**config.mk**
```make
export PLATFORM = sky130hd
export DESIGN_NAME = cache_maint_unit
export DESIGN_NICKNAME = d
export VERILOG_FILES = /design/src/rtl/cmu_pkg.sv /design/src/rtl/cmu_tag_store.sv /design/src/rtl/cmu_way_match.sv /design/src/rtl/cmu_seq.sv /design/src/rtl/cache_maint_unit.sv
export SDC_FILE = /design/constraint.sdc
export NUM_CORES = 2
export LEC_CHECK = 0
export BUFFER_PORTS_ARGS = -buffer_cell sky130_fd_sc_hd__buf_2
export CORE_UTILIZATION = 35
export CTS_BUF_LIST = sky130_fd_sc_hd__clkbuf_16
export CTS_CLUSTER_SIZE = 10
export DETAILED_ROUTE_END_ITERATION = 12
export PLACE_DENSITY = 0.46
export SYNTH_ARGS = -nofsm -noshare
export SYNTH_HDL_FRONTEND = slang
export SYNTH_SLANG_ARGS = --single-unit
```
**constraint.sdc**
```tcl
create_clock -name clk -period 5.03 [get_ports clk]
set_input_delay 1.006 -clock clk [delete_from_list [all_inputs] [get_ports clk]]
set_output_delay 1.006 -clock clk [all_outputs]
set_load 0.005 [all_outputs]
```
**src/rtl/cmu_pkg.sv**
```systemverilog
package cmu_pkg;
   localparam int REG_AW = 3;

   typedef enum logic [REG_AW-1:0] {
      RA_CTRL     = 3'd0,
      RA_PTAG     = 3'd1,
      RA_LINE_INV = 3'd2,
      RA_LINE_WB  = 3'd3,
      RA_ALL_INV  = 3'd4,
      RA_ALL_WB   = 3'd5
   } reg_addr_e;

   typedef enum logic [1:0] {
      ST_IDLE,
      ST_LOOK,
      ST_ACT,
      ST_WB
   } seq_state_e;
endpackage

```
**src/rtl/cmu_tag_store.sv**
```systemverilog
module cmu_tag_store #(
   parameter int SETS  = 16,
   parameter int WAYS  = 4,
   parameter int TAG_W = 20,
   localparam int IDX_W = $clog2(SETS),
   localparam int WAY_W = $clog2(WAYS)
) (
   input  logic                       clk,
   input  logic                       rst_n,
   input  logic [IDX_W-1:0]           rd_set,
   output logic [WAYS-1:0]            rd_valid,
   output logic [WAYS-1:0]            rd_dirty,
   output logic [WAYS-1:0][TAG_W-1:0] rd_tag,
   input  logic [IDX_W-1:0]           pr_set,
   input  logic [WAY_W-1:0]           pr_way,
   output logic                       pr_valid,
   output logic                       pr_dirty,
   output logic [TAG_W-1:0]           pr_tag,
   input  logic                       upd_en,
   input  logic [IDX_W-1:0]           upd_set,
   input  logic [WAY_W-1:0]           upd_way,
   input  logic                       upd_inval,
   input  logic                       fill_en,
   input  logic [IDX_W-1:0]           fill_set,
   input  logic [WAY_W-1:0]           fill_way,
   input  logic [TAG_W-1:0]           fill_tag,
   input  logic                       fill_dirty
);
   logic [WAYS-1:0]            pv_w;
   logic [WAYS-1:0]            pd_w;
   logic [WAYS-1:0][TAG_W-1:0] pt_w;

   for (genvar w = 0; w < WAYS; w++) begin : g_way
      logic [SETS-1:0]  vbit;
      logic [SETS-1:0]  dbit;
      logic [TAG_W-1:0] tagm [SETS];
      logic             upd_here;
      logic             fill_here;

      assign upd_here  = upd_en  && (upd_way  == WAY_W'(w));
      assign fill_here = fill_en && (fill_way == WAY_W'(w));

      always_ff @(posedge clk) begin
         if (!rst_n) begin
            vbit <= '0;
            dbit <= '0;
            for (int s = 0; s < SETS; s++) tagm[s] <= '0;
         end else begin
            if (fill_here) begin
               vbit[fill_set] <= 1'b1;
               dbit[fill_set] <= fill_dirty;
               tagm[fill_set] <= fill_tag;
            end
            if (upd_here) begin
               dbit[upd_set] <= 1'b0;
               if (upd_inval) vbit[upd_set] <= 1'b0;
            end
         end
      end

      assign rd_valid[w] = vbit[rd_set];
      assign rd_dirty[w] = dbit[rd_set];
      assign rd_tag[w]   = tagm[rd_set];
      assign pv_w[w]     = vbit[pr_set];
      assign pd_w[w]     = dbit[pr_set];
      assign pt_w[w]     = tagm[pr_set];
   end

   assign pr_valid = pv_w[pr_way];
   assign pr_dirty = pd_w[pr_way];
   assign pr_tag   = pt_w[pr_way];
endmodule

```
**src/rtl/cmu_way_match.sv**
```systemverilog
module cmu_way_match #(
   parameter int WAYS  = 4,
   parameter int TAG_W = 20,
   localparam int WAY_W = $clog2(WAYS)
) (
   input  logic [WAYS-1:0]            valid,
   input  logic [WAYS-1:0][TAG_W-1:0] tags,
   input  logic [TAG_W-1:0]           ref_tag,
   output logic                       hit,
   output logic [WAY_W-1:0]           hit_way
);
   logic [WAYS-1:0] eq;

   for (genvar w = 0; w < WAYS; w++) begin : g_cmp
      assign eq[w] = valid[w] && (tags[w] == ref_tag);
   end

   always_comb begin
      hit     = |eq;
      hit_way = '0;
      for (int w = WAYS - 1; w >= 0; w--) begin
         if (eq[w]) hit_way = WAY_W'(w);
      end
   end
endmodule

```
**src/rtl/cmu_seq.sv**
```systemverilog
module cmu_seq
   import cmu_pkg::*;
#(
   parameter int IDX_W = 4,
   parameter int WAY_W = 2
) (
   input  logic             clk,
   input  logic             rst_n,
   input  logic             start_line,
   input  logic             start_all,
   input  logic             start_inv,
   input  logic [IDX_W-1:0] start_set,
   input  logic             mode,
   input  logic             hit,
   input  logic [WAY_W-1:0] hit_way,
   input  logic             cur_valid,
   input  logic             cur_dirty,
   input  logic             wb_ack,
   output logic             busy,
   output logic [IDX_W-1:0] cur_set,
   output logic [WAY_W-1:0] cur_way,
   output logic             wb_req,
   output logic             upd_en,
   output logic             upd_inval,
   output logic             done_inv
);
   localparam int CUR_W = IDX_W + WAY_W;

   seq_state_e       state;
   logic [CUR_W-1:0] cursor;
   logic             op_inv;
   logic             walk;
   logic             need_wb;
   logic             go_wb;
   logic             step;
   logic             more;

   assign cur_set = cursor[CUR_W-1:WAY_W];
   assign cur_way = cursor[WAY_W-1:0];

   always_comb begin
      need_wb   = op_inv ? mode : 1'b1;
      go_wb     = (state == ST_ACT) && cur_valid && cur_dirty && need_wb;
      step      = ((state == ST_ACT) && !go_wb) || ((state == ST_WB) && wb_ack);
      more      = walk && !(&cursor);
      upd_en    = ((state == ST_ACT) && !go_wb && cur_valid) || ((state == ST_WB) && wb_ack);
      upd_inval = op_inv;
      wb_req    = (state == ST_WB);
      busy      = (state != ST_IDLE);
      done_inv  = op_inv && (((state == ST_LOOK) && !hit) || (step && !more));
   end

   always_ff @(posedge clk) begin
      if (!rst_n) begin
         state  <= ST_IDLE;
         cursor <= '0;
         op_inv <= 1'b0;
         walk   <= 1'b0;
      end else begin
         unique case (state)
            ST_IDLE: begin
               if (start_line) begin
                  cursor <= {start_set, {WAY_W{1'b0}}};
                  op_inv <= start_inv;
                  walk   <= 1'b0;
                  state  <= ST_LOOK;
               end else if (start_all) begin
                  cursor <= '0;
                  op_inv <= start_inv;
                  walk   <= 1'b1;
                  state  <= ST_ACT;
               end
            end
            ST_LOOK: begin
               if (hit) begin
                  cursor[WAY_W-1:0] <= hit_way;
                  state             <= ST_ACT;
               end else begin
                  state <= ST_IDLE;
               end
            end
            ST_ACT, ST_WB: begin
               if (go_wb) begin
                  state <= ST_WB;
               end else if (step) begin
                  if (more) begin
                     cursor <= cursor + CUR_W'(1);
                     state  <= ST_ACT;
                  end else begin
                     state <= ST_IDLE;
                  end
               end
            end
            default: state <= ST_IDLE;
         endcase
      end
   end
endmodule

```
**src/rtl/cache_maint_unit.sv**
```systemverilog
module cache_maint_unit
   import cmu_pkg::*;
#(
   parameter int SETS       = 16,
   parameter int WAYS       = 4,
   parameter int TAG_W      = 20,
   parameter int LINE_BYTES = 32,
   parameter int DATA_W     = 32,
   localparam int IDX_W = $clog2(SETS),
   localparam int WAY_W = $clog2(WAYS),
   localparam int OFF_W = $clog2(LINE_BYTES)
) (
   input  logic              clk,
   input  logic              rst_n,
   input  logic              reg_wr_en,
   input  logic [REG_AW-1:0] reg_addr,
   input  logic [DATA_W-1:0] reg_wdata,
   output logic              reg_ready,
   output logic              inv_mode,
   output logic              busy,
   input  logic              fill_en,
   input  logic [IDX_W-1:0]  fill_set,
   input  logic [WAY_W-1:0]  fill_way,
   input  logic [TAG_W-1:0]  fill_tag,
   input  logic              fill_dirty,
   input  logic [IDX_W-1:0]  probe_set,
   input  logic [WAY_W-1:0]  probe_way,
   output logic              probe_valid,
   output logic              probe_dirty,
   output logic [TAG_W-1:0]  probe_tag,
   output logic              wb_req,
   input  logic              wb_ack,
   output logic [IDX_W-1:0]  wb_set,
   output logic [WAY_W-1:0]  wb_way,
   output logic [TAG_W-1:0]  wb_tag
);
   if (WAYS < 2 || (WAYS & (WAYS - 1)) != 0) begin : g_bad_ways
      initial $fatal(1, "WAYS must be a power of two of at least 2");
   end
   if (SETS < 2 || (SETS & (SETS - 1)) != 0) begin : g_bad_sets
      initial $fatal(1, "SETS must be a power of two of at least 2");
   end
   if (OFF_W + IDX_W > DATA_W || TAG_W > DATA_W) begin : g_bad_width
      initial $fatal(1, "index or tag does not fit the register width");
   end

   logic                       wr_ok;
   logic                       is_line;
   logic                       is_all;
   logic                       start_line;
   logic                       start_all;
   logic                       start_inv;
   logic [IDX_W-1:0]           start_set;
   logic [TAG_W-1:0]           ptag_q;
   logic                       mode_q;
   logic                       done_inv;
   logic [IDX_W-1:0]           cur_set;
   logic [WAY_W-1:0]           cur_way;
   logic [WAYS-1:0]            set_valid;
   logic [WAYS-1:0]            set_dirty;
   logic [WAYS-1:0][TAG_W-1:0] set_tag;
   logic                       hit;
   logic [WAY_W-1:0]           hit_way;
   logic                       upd_en;
   logic                       upd_inval;

   assign reg_ready  = !busy;
   assign wr_ok      = reg_wr_en && reg_ready;
   assign is_line    = (reg_addr == RA_LINE_INV) || (reg_addr == RA_LINE_WB);
   assign is_all     = (reg_addr == RA_ALL_INV)  || (reg_addr == RA_ALL_WB);
   assign start_line = wr_ok && is_line;
   assign start_all  = wr_ok && is_all && (reg_wdata == DATA_W'(1));
   assign start_inv  = (reg_addr == RA_LINE_INV) || (reg_addr == RA_ALL_INV);
   assign start_set  = reg_wdata[OFF_W +: IDX_W];
   assign inv_mode   = mode_q;

   always_ff @(posedge clk) begin
      if (!rst_n) begin
         ptag_q <= '0;
         mode_q <= 1'b0;
      end else begin
         if (wr_ok && reg_addr == RA_PTAG) ptag_q <= reg_wdata[TAG_W-1:0];
         if (wr_ok && reg_addr == RA_CTRL) mode_q <= reg_wdata[0];
         else if (done_inv)                mode_q <= 1'b0;
      end
   end

   cmu_tag_store #(.SETS(SETS), .WAYS(WAYS), .TAG_W(TAG_W)) u_store (
      .clk       (clk),
      .rst_n     (rst_n),
      .rd_set    (cur_set),
      .rd_valid  (set_valid),
      .rd_dirty  (set_dirty),
      .rd_tag    (set_tag),
      .pr_set    (probe_set),
      .pr_way    (probe_way),
      .pr_valid  (probe_valid),
      .pr_dirty  (probe_dirty),
      .pr_tag    (probe_tag),
      .upd_en    (upd_en),
      .upd_set   (cur_set),
      .upd_way   (cur_way),
      .upd_inval (upd_inval),
      .fill_en   (fill_en && !busy),
      .fill_set  (fill_set),
      .fill_way  (fill_way),
      .fill_tag  (fill_tag),
      .fill_dirty(fill_dirty)
   );

   cmu_way_match #(.WAYS(WAYS), .TAG_W(TAG_W)) u_match (
      .valid  (set_valid),
      .tags   (set_tag),
      .ref_tag(ptag_q),
      .hit    (hit),
      .hit_way(hit_way)
   );

   cmu_seq #(.IDX_W(IDX_W), .WAY_W(WAY_W)) u_seq (
      .clk       (clk),
      .rst_n     (rst_n),
      .start_line(start_line),
      .start_all (start_all),
      .start_inv (start_inv),
      .start_set (start_set),
      .mode      (mode_q),
      .hit       (hit),
      .hit_way   (hit_way),
      .cur_valid (set_valid[cur_way]),
      .cur_dirty (set_dirty[cur_way]),
      .wb_ack    (wb_ack),
      .busy      (busy),
      .cur_set   (cur_set),
      .cur_way   (cur_way),
      .wb_req    (wb_req),
      .upd_en    (upd_en),
      .upd_inval (upd_inval),
      .done_inv  (done_inv)
   );

   assign wb_set = cur_set;
   assign wb_way = cur_way;
   assign wb_tag = set_tag[cur_way];
endmodule

```
==> impl_summary.txt <==
----------------------------------------------------
[Run status]
  Result of the run ... finished, violations left
  Violated checks ... setup timing

[Power]
  Proportion of power drawn by flip-flops and latches ... 48.0%
  Maximum vdd ir drop ... 0.320 mV
  Clock share of power ... slightly above 40%
  Total Power Consumption ... between 20 and 30 mW
  P per Cell Area ... between 300 and 400 nW/um2
  Cell leakage power ... 32.8 nW
  Relative contribution of combinational cells to total power ... about 11%
  Internal portion of total power ... 20.8 mW
  Net switching component of the power ... between 7 and 8 mW
  Switching Fraction ... 26.9%

[GRT]
  Largest net degree at the start of global routing ... 113
  Via count of the first global-routing pass ... about 53k
  Aggregate global-route resource usage ... a little under a third
  Total grt overflow ... 0
  Number of antenna violations at the first check in global routing ... between 50 and 60
  Wire length of the first global-routing pass ... between 400000 and 500000 um

[Drt]
  Met1 Wirelength ... 145000 um
  Top Layer Used ... met5
  Average vias per placed instance ... approximately 6.3
  Total wirelength of the detailed-routed design ... approximately 360000 um
  Drt first pass iters ... 7
  DR iter-0 viols ... 8095
  Length of routed met2 wiring ... roughly 160000 um
  Post-route antenna net violation count ... 0
  DRC ... 0
  Met3 Wirelength ... around 37000 um
  Total via count after detailed routing ... around 55k
  Average wire per standard cell ... slightly above 40 um

[Setup path]
  Max FO, Critical Path ... 27
  Data arrival time of the worst path ... between 4 and 5 ns
  Endpoint type of the worst setup path ... output port
  Critical path launch point type ... flop
  Path type of the worst setup path ... reg2out
  CP required ... 4.02 ns

[CTS]
  Clock slew seen by the registers of the worst setup and hold paths ... 0.05 ns
  Clock H-tree levels ... 4
  Clock buffer count from CTS ... ~170
  Clock tree sinks ... 1443
  Cell at the root of the clock tree ... sky130_fd_sc_hd__clkbuf_16
  Maximum count of clock buffers along a single path ... 3
  Clock latency of the later-clocked register in the worst-skew pair ... between 0.8 and 0.9 ns
  CTS tree ... built

[STA]
  Hold violation total from the final report ... 0
  Final cycle utilization of the critical path ... 102%
  # setup viols final ... 2
  Worst clock skew ... about 0.032 ns
  Transition at the pin with the smallest max-transition slack ... around 1.4 ns
  Worst hold slack ... 0.416 ns
  Minimum clock period after layout ... between 5 and 6 ns
  Maximum clock frequency ... 196 MHz
  Count of final max-slew check failures ... 0
  Final worst slack ... -0.0801 ns
  Slew headroom ... 9.72%
  Unrepaired setup endpoints after global routing ... no

[Placed design]
  Final weighted congestion in routability-driven placement ... about 0.94
  Detailed placement HPWL ... approximately 230000 um
  Instance area after placement ... approximately 85000 um2
  Pre-CTS worst setup slack ... between 0.3 and 0.4 ns
  # placed instances ... between 8k and 9k
  IO Port Bufs ... roughly 120

[Synthesis]
  Avg Cell Area, Syn ... 14.3 um2
  Post-synth top cells ... 1280 x sky130_fd_sc_hd__edfxtp_1, 1094 x sky130_fd_sc_hd__and2_1, 794 x sky130_fd_sc_hd__mux4_2, 447 x sky130_fd_sc_hd__clkbuf_1, 231 x sky130_fd_sc_hd__and3_1
  Share of flip-flops with an asynchronous set or reset ... 0%
  Biggest area contributors in the synthesized netlist ... sky130_fd_sc_hd__edfxtp_1 49%, sky130_fd_sc_hd__mux4_2 23%, sky130_fd_sc_hd__and2_1 8.7%
  Syn_nets ... about 5.6k
  Count of flip-flops with a built-in enable after synthesis ... 1280
  Warning count from the yosys run ... 0
  Share of synthesized area occupied by flip-flops and latches ... between 50% and 60%
  Synth area leader ... sky130_fd_sc_hd__edfxtp_1
  Cell with the most instances after synthesis ... sky130_fd_sc_hd__edfxtp_1
  Dominant synthesized flop cell ... sky130_fd_sc_hd__edfxtp_1
  Top cell type's share of synthesized area ... 48.6%
  FF+latch count, synth ... ~1.4k
  Gate count of the mapped netlist ... approximately 5.5k
  Count of distinct cell types in the synthesized netlist ... 75
  Post-Syn Area ... 79100 um2

[Cells and area]
  Layout overhead on the synthesized area ... 14.6%
  Final standard cell count with taps included and fillers excluded ... between 8k and 9k
  Proportion of layout cells with a drive suffix above 1 ... 29.9%
  Fin area ... ~90000 um2
  Layout Nets ... 5723

[Floorplan]
  Number of placement rows ... 174
  Initial cell density of the core ... 35.2%
  Count of pins on the block boundary ... approximately 130
  Area enclosed by the die boundary ... between 200000 and 250000 um2
  CORE AREA ... 225000 um2
  Height of the chip ... between 400 and 500 um
  Horizontal extent of the die ... between 400 and 500 um

[Hold path]
  Path category of the worst min-delay check ... in2reg

[Run]
  Number of max-cap violations ... 0

----------------------------------------------------
[stage by stage]
step / TNS [ns] / utilization (%)
final: -0.126 / 40.4
after global routing: 0 / 40.3
after CTS: -0.0448 / 40.3
after detailed placement: 0 / 38.0
after global placement: 0 / 38.0
after floorplan: 0 / -
[power by group through the flow]
stage,registers [mW],clock network [mW],logic (mW)
final,13.6,11.6,3.19
after detailed placement,13.9,0,3.12
after global placement,13.9,0,3.11
after floorplan,13.8,0,1.62
after CTS,13.6,11.7,3.14
after global routing,13.7,12.2,3.23
[kinds of logic after synthesis]
logic type	count (synthesis)	share of synthesized area [%]
AOI/OAI and AO/OA	513	4.15
xor gates and xnor gates	93	1.03
adders and majority gates	4	0.0633
buffers and inverters	648	3.52
DFF	1443	52.7
muxes	992	25.2
and+or+nand+nor	1842	13.4
[per-layer routing]
layer	GRT usage (%)	vias up
met5	0	-
met4	13.6	30
met3	7.53	617
met2	45.8	3372
met1	43.0	29300
li1	-	21500
[flip-flops by register name, indices dropped and copies added (netlist names), named ones only]
register	count
u_seq.walk	1
ptag_q	20
u_store.g_way.tagm	1280
u_seq.cursor	6
u_seq.upd_inval	1
u_store.g_way.dbit	64
u_store.g_way.vbit	64
inv_mode	1
u_seq.state	2
[cell type report]
cell class,instances,area [um2]
fill,20800,134000
multi-input combinational,3444,35400
clock buffer,174,4350
tap,2992,3740
sequential,1443,41700
antenna,31,77.6
clock inverter,112,639
inverter,17,68.8
timing repair buffer,566,4740
[path summary, 6_finish.rpt]
check	from	endpoint	slack [ns]	cells past startpoint
worst max-delay path	flop	wb_tag[3]	-0.08	8
worst min-delay path	reg_wdata[16]	ptag_q[16]$_SDFFE_PN0P_	0.42	3
worst max register to register	flop	u_seq.cursor[1]$_SDFFE_PN0P_	0.63	12
worst min register to register	u_store.g_way[3].vbit[1]$_SDFF_PN0_	u_store.g_way[3].vbit[1]$_SDFF_PN0_	0.52	2
[cells in the final DEF (no fill, tap or decap), types with 118 or more instances in the layout]
master / Yosys / layout
sky130_fd_sc_hd__edfxtp_1: 1280 / 1280
sky130_fd_sc_hd__and2_1: 1094 / 1094
sky130_fd_sc_hd__mux4_2: 794 / 794
sky130_fd_sc_hd__buf_4: 31 / 384
sky130_fd_sc_hd__and3_1: 231 / 231
sky130_fd_sc_hd__nand2_1: 224 / 221
sky130_fd_sc_hd__mux2i_1: 181 / 179
sky130_fd_sc_hd__clkbuf_16: 0 / 174
sky130_fd_sc_hd__dfxtp_1: 163 / 155
sky130_fd_sc_hd__a21oi_1: 145 / 145
sky130_fd_sc_hd__buf_2: 52 / 118
[worst max-delay path, cell delays in order, from the launching register on]
cell,delay [ns]
sky130_fd_sc_hd__dfxtp_4,0.35
sky130_fd_sc_hd__buf_12,0.16
sky130_fd_sc_hd__buf_4,0.31
sky130_fd_sc_hd__nor2b_2,0.76
sky130_fd_sc_hd__a22oi_1,0.22
sky130_fd_sc_hd__nand2_1,0.33
sky130_fd_sc_hd__nand2_1,0.09
sky130_fd_sc_hd__a31oi_1,0.71
sky130_fd_sc_hd__buf_2,0.25
[timing repair]
item | CTS | global route
resized for setup | 3 | 0
hold buffers | 0 | 0
setup buffers | 9 | 5
endpoints found under the setup margin | 17 | 4
Power figures use the tool's default switching activity.
